### src/rtl/tmon_pkg.sv
package tmon_pkg;
   localparam int DATA_W      = 32;
   localparam int TH_STRIDE   = 8;
   localparam int FLAG_STRIDE = 4;
   localparam int FALL_OFS    = 16;
   localparam int CORE_BIT    = 0;
   localparam int TRIP_BIT    = 12;

   typedef enum logic [2:0] {
      RA_CTRL  = 3'd0,
      RA_RISE  = 3'd1,
      RA_FALL  = 3'd2,
      RA_INTEN = 3'd3,
      RA_STAT  = 3'd4,
      RA_TEMP  = 3'd5,
      RA_EMUL  = 3'd6
   } reg_addr_e;

   function automatic logic [DATA_W-1:0] flag_mask(input int trips);
      logic [DATA_W-1:0] m;
      m = '0;
      for (int t = 0; t < trips; t++) begin
         m[FLAG_STRIDE*t]            = 1'b1;
         m[FALL_OFS + FLAG_STRIDE*t] = 1'b1;
      end
      return m;
   endfunction
endpackage

### src/rtl/tmon_src.sv
module tmon_src #(
   parameter int CODE_W  = 8,
   parameter int DELAY_W = 16
) (
   input  logic               clk,
   input  logic               rst_n,
   input  logic               load,
   input  logic [DELAY_W-1:0] load_delay,
   input  logic               emul_en,
   input  logic [CODE_W-1:0]  emul_code,
   input  logic [CODE_W-1:0]  sensor_code,
   output logic [CODE_W-1:0]  code_o
);
   logic [DELAY_W-1:0] cnt_q;
   logic               cnt_zero;

   assign cnt_zero = (cnt_q == '0);

   always_ff @(posedge clk or negedge rst_n) begin
      if (!rst_n)        cnt_q <= '0;
      else if (load)     cnt_q <= load_delay;
      else if (!cnt_zero) cnt_q <= cnt_q - 1'b1;
   end

   assign code_o = (emul_en && cnt_zero) ? emul_code : sensor_code;

   // sensor code is kept while the delay is still running
   assert_wait_sensor_R9: assert property (@(posedge clk) disable iff (!rst_n)
      (cnt_q != '0) |-> (code_o == sensor_code));

   // counter steps down by one per cycle when not reloaded
   assert_count_down_R9: assert property (@(posedge clk) disable iff (!rst_n)
      ((cnt_q != '0) && !load) |=> (cnt_q == $past(cnt_q) - 1'b1));
endmodule

### src/rtl/tmon_trip_cmp.sv
module tmon_trip_cmp #(
   parameter int CODE_W = 8
) (
   input  logic              active,
   input  logic [CODE_W-1:0] prev_code,
   input  logic [CODE_W-1:0] cur_code,
   input  logic [CODE_W-1:0] rise_th,
   input  logic [CODE_W-1:0] fall_th,
   output logic              rise_evt,
   output logic              fall_evt
);
   logic fall_armed;

   assign fall_armed = (fall_th != '0);
   assign rise_evt   = active && (prev_code < rise_th) && (cur_code >= rise_th);
   assign fall_evt   = active && fall_armed && (prev_code > fall_th) && (cur_code <= fall_th);
endmodule

### src/rtl/thermal_irq_ctrl.sv
module thermal_irq_ctrl
   import tmon_pkg::*;
#(
   parameter int          CODE_W    = 8,
   parameter int          NUM_TRIPS = 4,
   parameter int          DELAY_W   = 16,
   parameter int          ADDR_W    = 3,
   parameter logic [15:0] DEF_DELAY = 16'h57F0
) (
   input  logic              clk,
   input  logic              rst_n,
   input  logic [CODE_W-1:0] sensor_code,
   input  logic              reg_wr,
   input  logic [ADDR_W-1:0] reg_addr,
   input  logic [31:0]       reg_wdata,
   output logic [31:0]       reg_rdata,
   output logic              irq,
   output logic              overheat
);
   localparam logic [DATA_W-1:0] FLAGS = flag_mask(NUM_TRIPS);
   localparam int TOP_TRIP = NUM_TRIPS - 1;

   if (CODE_W != TH_STRIDE || NUM_TRIPS < 1 || NUM_TRIPS > 4 ||
       DELAY_W != 16 || ADDR_W < 3) begin : g_param_bad
      $error("thermal_irq_ctrl: unsupported parameter set");
   end

   logic              core_en_q, trip_en_q;
   logic [31:0]       rise_q, fall_q, en_q, stat_q;
   logic [CODE_W-1:0] prev_q, cur_q, eff_code;
   logic              emul_en_q;
   logic [CODE_W-1:0] emul_code_q;
   logic [15:0]       emul_delay_q;
   logic [NUM_TRIPS-1:0] rise_ev, fall_ev;
   logic [31:0]       evt_vec;
   logic              wr_ctrl, wr_rise, wr_fall, wr_en, wr_stat, wr_emul;

   assign wr_ctrl = reg_wr && (reg_addr == ADDR_W'(RA_CTRL));
   assign wr_rise = reg_wr && (reg_addr == ADDR_W'(RA_RISE));
   assign wr_fall = reg_wr && (reg_addr == ADDR_W'(RA_FALL));
   assign wr_en   = reg_wr && (reg_addr == ADDR_W'(RA_INTEN));
   assign wr_stat = reg_wr && (reg_addr == ADDR_W'(RA_STAT));
   assign wr_emul = reg_wr && (reg_addr == ADDR_W'(RA_EMUL));

   tmon_src #(.CODE_W(CODE_W), .DELAY_W(DELAY_W)) u_src (
      .clk        (clk),
      .rst_n      (rst_n),
      .load       (wr_emul),
      .load_delay (reg_wdata[31:16]),
      .emul_en    (emul_en_q),
      .emul_code  (emul_code_q),
      .sensor_code(sensor_code),
      .code_o     (eff_code)
   );

   for (genvar n = 0; n < NUM_TRIPS; n++) begin : g_trip
      tmon_trip_cmp #(.CODE_W(CODE_W)) u_cmp (
         .active   (core_en_q),
         .prev_code(prev_q),
         .cur_code (cur_q),
         .rise_th  (rise_q[TH_STRIDE*n +: CODE_W]),
         .fall_th  (fall_q[TH_STRIDE*n +: CODE_W]),
         .rise_evt (rise_ev[n]),
         .fall_evt (fall_ev[n])
      );
   end

   always_comb begin
      evt_vec = '0;
      for (int n = 0; n < NUM_TRIPS; n++) begin
         evt_vec[FLAG_STRIDE*n]            = rise_ev[n];
         evt_vec[FALL_OFS + FLAG_STRIDE*n] = fall_ev[n];
      end
   end

   always_ff @(posedge clk or negedge rst_n) begin
      if (!rst_n) begin
         core_en_q    <= 1'b0;
         trip_en_q    <= 1'b0;
         rise_q       <= '0;
         fall_q       <= '0;
         en_q         <= '0;
         stat_q       <= '0;
         prev_q       <= '0;
         cur_q        <= '0;
         emul_en_q    <= 1'b0;
         emul_code_q  <= '0;
         emul_delay_q <= DEF_DELAY;
      end else begin
         prev_q <= cur_q;
         cur_q  <= eff_code;
         stat_q <= (stat_q & ~(wr_stat ? reg_wdata : 32'h0)) | evt_vec;
         if (wr_ctrl) begin
            core_en_q <= reg_wdata[CORE_BIT];
            trip_en_q <= reg_wdata[TRIP_BIT];
         end
         if (wr_rise) rise_q <= reg_wdata;
         if (wr_fall) fall_q <= reg_wdata;
         if (wr_en)   en_q   <= reg_wdata & FLAGS;
         if (wr_emul) begin
            emul_en_q    <= reg_wdata[0];
            emul_code_q  <= reg_wdata[15:8];
            emul_delay_q <= reg_wdata[31:16];
         end
      end
   end

   always_comb begin
      reg_rdata = '0;
      case (reg_addr)
         ADDR_W'(RA_CTRL): begin
            reg_rdata[CORE_BIT] = core_en_q;
            reg_rdata[TRIP_BIT] = trip_en_q;
         end
         ADDR_W'(RA_RISE):  reg_rdata = rise_q;
         ADDR_W'(RA_FALL):  reg_rdata = fall_q;
         ADDR_W'(RA_INTEN): reg_rdata = en_q;
         ADDR_W'(RA_STAT):  reg_rdata = stat_q;
         ADDR_W'(RA_TEMP):  reg_rdata[CODE_W-1:0] = cur_q;
         ADDR_W'(RA_EMUL):  reg_rdata = {emul_delay_q, emul_code_q, 7'b0, emul_en_q};
         default:           reg_rdata = '0;
      endcase
   end

   assign irq      = |(stat_q & en_q);
   assign overheat = core_en_q && trip_en_q &&
                     (cur_q >= rise_q[TH_STRIDE*TOP_TRIP +: CODE_W]);

   // no new flag can appear while the core is disabled
   assert_core_off_R6: assert property (@(posedge clk) disable iff (!rst_n)
      !core_en_q |=> ((stat_q & ~$past(stat_q)) == '0));

   // the interrupt only drops through a status or enable write
   assert_irq_hold_R4: assert property (@(posedge clk) disable iff (!rst_n)
      (irq && !wr_stat && !wr_en) |=> irq);

   // write-one-to-clear with no concurrent event
   assert_w1c_R5: assert property (@(posedge clk) disable iff (!rst_n)
      (wr_stat && (evt_vec == '0)) |=> (stat_q == ($past(stat_q) & ~$past(reg_wdata))));
endmodule

### config.mk
export PLATFORM = sky130hd
export DESIGN_NAME = thermal_irq_ctrl
export DESIGN_NICKNAME = d
export VERILOG_FILES = /design/src/rtl/tmon_pkg.sv /design/src/rtl/tmon_src.sv /design/src/rtl/tmon_trip_cmp.sv /design/src/rtl/thermal_irq_ctrl.sv
export SDC_FILE = /design/constraint.sdc
export NUM_CORES = 1
export LEC_CHECK = 0
export ABC_AREA = 1
export BUFFER_PORTS_ARGS = -buffer_cell sky130_fd_sc_hd__buf_4
export CAP_MARGIN = 10
export CELL_PAD_IN_SITES_DETAIL_PLACEMENT = 1
export CELL_PAD_IN_SITES_GLOBAL_PLACEMENT = 1
export CORE_AREA = 2 2 249 177
export DETAILED_ROUTE_END_ITERATION = 8
export DIE_AREA = 0 0 251 179
export GPL_TIMING_DRIVEN = 1
export HOLD_SLACK_MARGIN = 0.05
export PLACE_DENSITY_LB_ADDON = 0.12
export SLEW_MARGIN = 20
export SYNTH_ARGS = -nofsm -noshare
export SYNTH_HDL_FRONTEND = slang
export SYNTH_SLANG_ARGS = --single-unit
### constraint.sdc
create_clock -name clk -period 4.45 [get_ports clk]
set_clock_uncertainty 0.2 [all_clocks]
set_input_delay 0.2225 -clock clk [delete_from_list [all_inputs] [get_ports clk]]
set_output_delay 0.2225 -clock clk [all_outputs]
set_load 0.05 [all_outputs]
==> results.yml <==
synth:
  synth.distinct_cells: 38
  synth_area_um2: 10500
  synth-edff-count: 0
  syn_nets: 1550
  async_reset_ff_frac: 1.00
  synth_warnings: 0
  syn_inst: 1378
  seq_area_frac_synth: 0.389
  avgSynthCellArea_um2: 7.63
  synth-seq-cells: 163
  synth_ff_type: "dfrtp_1"
floorplanning:
  die-area_um2: 44900
  rows: 64
  coreArea_um2: 42900
  die_w_um: 251
  num_io_pins: 80
  initial_core_util: 0.245
  die_h_um: 179
clocking:
  h-tree-depth: 4
  clock_latency_ps: 460
  cts_root_buffer: "clkbuf_16"
  cts_resized: 0
  cts_sinks: 163
  numCtsBuffers: 17
  cts.path.max_buffers: 2
  cts_tree: "done"
  cts.clk_slew.worst_paths_ps: 70
critical_path:
  r2r_slack_ps: 2330
  regToRegStartpoint: "cur_q[0]$_DFF_PN0_"
  critical-path-top-delay-family: "buffers and inverters"
  cpMostUsedCell: "buf_4"
  crit_path_start_kind: "input port"
  crit_chain: "dlygate4sd3_1, buf_4, nor2_4, nand2_2, buf_4, inv_2, nand2_1, o21ai_0, nor2_1, o21ai_0, buf_4"
  crit_type: "in -> out"
  worstPathRequired_ps: 4030
  worstPathMaxFanout: 28
  path_buf_inv: 5
  endpoint_kind: "output pin"
  cp.arrival_ps: 2550
  r2r_cells: 10
  rr_endpoint: "stat_q[12]$_DFF_PN0_"
  slowest_delay_ps: 530
  crit_path_top_delay_cell: "dlygate4sd3_1"
sta:
  slew_headroom: 0.299
  setup_viol: 0
  hold_viol: 0
  drv_slew: 0
  worstMarginPinSlew_ps: 1050
  tns_ps: 0
  fmax_mhz: 337
  post-route-period-util: 0.667
  period_needed_ps: 2970
  rsz0062_at_grt: "false"
drt:
  drt_iter0_drc: 422
  drt_wl_total_um: 39400
  first_pass_iters: 4
  postRouteAntennaNets: 0
  drcViolationCount: 0
  vias_per_cell: 4.48
  num_vias: 9278
  post_drt_wl_per_cell_um: 19.0
global_route:
  grt_pass1_wl_um: 60400
  gr-total-overflow: 0
  grt_use_total: 0.182
  antenna_found_initial: 0
  grt_start_max_net_pins: 84
  grt_pass1_vias: 9663
flow_run:
  cap_violations: 0
placed_design:
  placed_cell_area_um2: 11700
  dp_hpwl_um: 28200
  dp_cells: 1995
  place.port_buffers: 79
  gp_congestion: 0.779
pwr:
  power_density_nw_per_um2: 426
  p_leak_nw: 6.67
  vdd_drop_max_mv: 0.284
outcome:
  status: "completed"
cells_and_area:
  diodes: 0
  finalNonFillerCells: 2072
  nNetsFinal: 1670
  drive_above_1_share: 0.102
  final_area_um2: 12800
  syn_to_final_growth_pct: 21.7
min_path:
  hp-class: "in -> async"
[how the worst max path moves through the flow]
| stage | startpoint | endpoint | slack [ps] | cells past startpoint |
|---|---|---|---|---|
| finish | reg_addr[2] | reg_rdata[24] | 1480 | 11 |
| global route | reg_addr[1] | stat_q[22]$_DFF_PN0_ | 1390 | 8 |
| CTS | reg_addr[2] | reg_rdata[24] | 1490 | 11 |
| detailed placement | reg_addr[1] | stat_q[31]$_DFF_PN0_ | 1650 | 7 |
| global placement | reg_addr[1] | stat_q[19]$_DFF_PN0_ | 1760 | 7 |
| floorplan | cur_q[7]$_DFF_PN0_ | overheat | 2210 | 4 |
[layout make-up]
cell class | instances | area, um2
clock inverters | 10 | 171
clock buffers | 22 | 484
well taps | 561 | 702
inverters | 233 | 885
multi-input cells | 949 | 5330
flip-flops and latches | 163 | 4090
repair buffers | 134 | 1130
fillers | 5228 | 30100
[synth_stat cells, types with 5 or more instances]
| cell | count | area [um2] |
|---|---|---|
| a21oi_1 | 68 | 340 |
| buf_2 | 14 | 70.1 |
| buf_6 | 7 | 78.8 |
| clkbuf_1 | 5 | 18.8 |
| dfrtp_1 | 154 | 3850 |
| dfstp_2 | 9 | 236 |
| ha_1 | 126 | 1580 |
| inv_1 | 225 | 845 |
| inv_2 | 5 | 18.8 |
| nand2_1 | 390 | 1460 |
| nand2_4 | 5 | 56.3 |
| nand3_1 | 35 | 175 |
| nand4_1 | 11 | 68.8 |
| nor2_1 | 64 | 240 |
| o21a_1 | 9 | 67.6 |
| o21ai_0 | 167 | 836 |
| o21ai_1 | 33 | 165 |
| o22ai_1 | 5 | 31.3 |
| xor2_1 | 6 | 52.6 |
[report_power, final]
part	switching, mW	leakage (nW)	internal [mW]
registers	0.236	2.02	1.77
clock network	0.693	0.317	1.01
logic	1.12	4.33	0.626
total	2.05	6.67	3.40
[sequential cells by signal, summed over array words and instances (netlist names)]
| signal | flops |
|---|---|
| fall_q | 32 |
| rise_q | 32 |
| stat_q | 32 |
| emul_delay_q | 16 |
| u_src.cnt_q | 16 |
| cur_q | 8 |
| emul_code_q | 8 |
| en_q | 8 |
| prev_q | 8 |
| core_en_q | 1 |
| emul_en_q | 1 |
| trip_en_q | 1 |
[kinds of logic after synthesis]
kind of cell / share of synthesized area
adder cells (fa/ha/maj): 0.150
AO/OA/AOI/OAI: 0.145
buffers and inverters: 0.104
AND/OR/NAND/NOR: 0.204
XOR/XNOR: 0.00750
flip-flops: 0.389
[layer usage]
| metal | vias to the layer above | wire length, um | global-route usage |
|---|---|---|---|
| met5 | - | 0 | 0 |
| met3 | 25 | 996 | 0.0257 |
| met4 | 0 | 442 | 0.0384 |
| li1 | 4654 | - | - |
| met1 | 4508 | 20300 | 0.262 |
| met2 | 91 | 17600 | 0.289 |
[per-stage QoR]
step	hold WS, ps	setup slack [ps]	power (mW)	utilization
floorplan	-273	2210	3.15	-
global placement	157	1760	3.73	0.272
detailed placement	159	1650	3.78	0.272
CTS	178	1490	5.54	0.298
global route	181	1390	5.88	0.298
finish	177	1480	5.46	0.298
[repair_timing]
action,CTS,global route
endpoints found under the setup margin,0,0
hold buffers,45,0
endpoints found under the hold margin,228,0
setup buffers,0,0
[placed cells by master (no fill, tap or decap), types with 2 or more instances in the layout]
cell           synthesis  layout
bufinv_16              0       4
clkbuf_16              0      17
nand3_1               35      35
nand2_1              390     389
inv_4                  2       2
nand2_4                5       5
xnor2_1                3       3
clkbuf_8               0       4
nor2_1                64      64
inv_1                225     225
o22ai_1                5       5
o211ai_1               3       3
o21ai_1               33      33
nand4_1               11      11
dlygate4sd3_1          0      45
nand2_2                1       2
nand3_2                3       3
nor3_1                 2       2
inv_2                  5       5
buf_4                  3      87
nor2_2                 2       2
and3_1                 3       3
xor2_1                 6       6
a21o_1                 4       4
o21a_1                 9       9
dfrtp_1              154     154
inv_6                  1       2
dfstp_2                9       9
ha_1                 126     126
o21ai_0              167     167
a21oi_1               68      68
nor2_4                 3       3
clkinv_4               0       4
(Power assumes the default switching activity.)
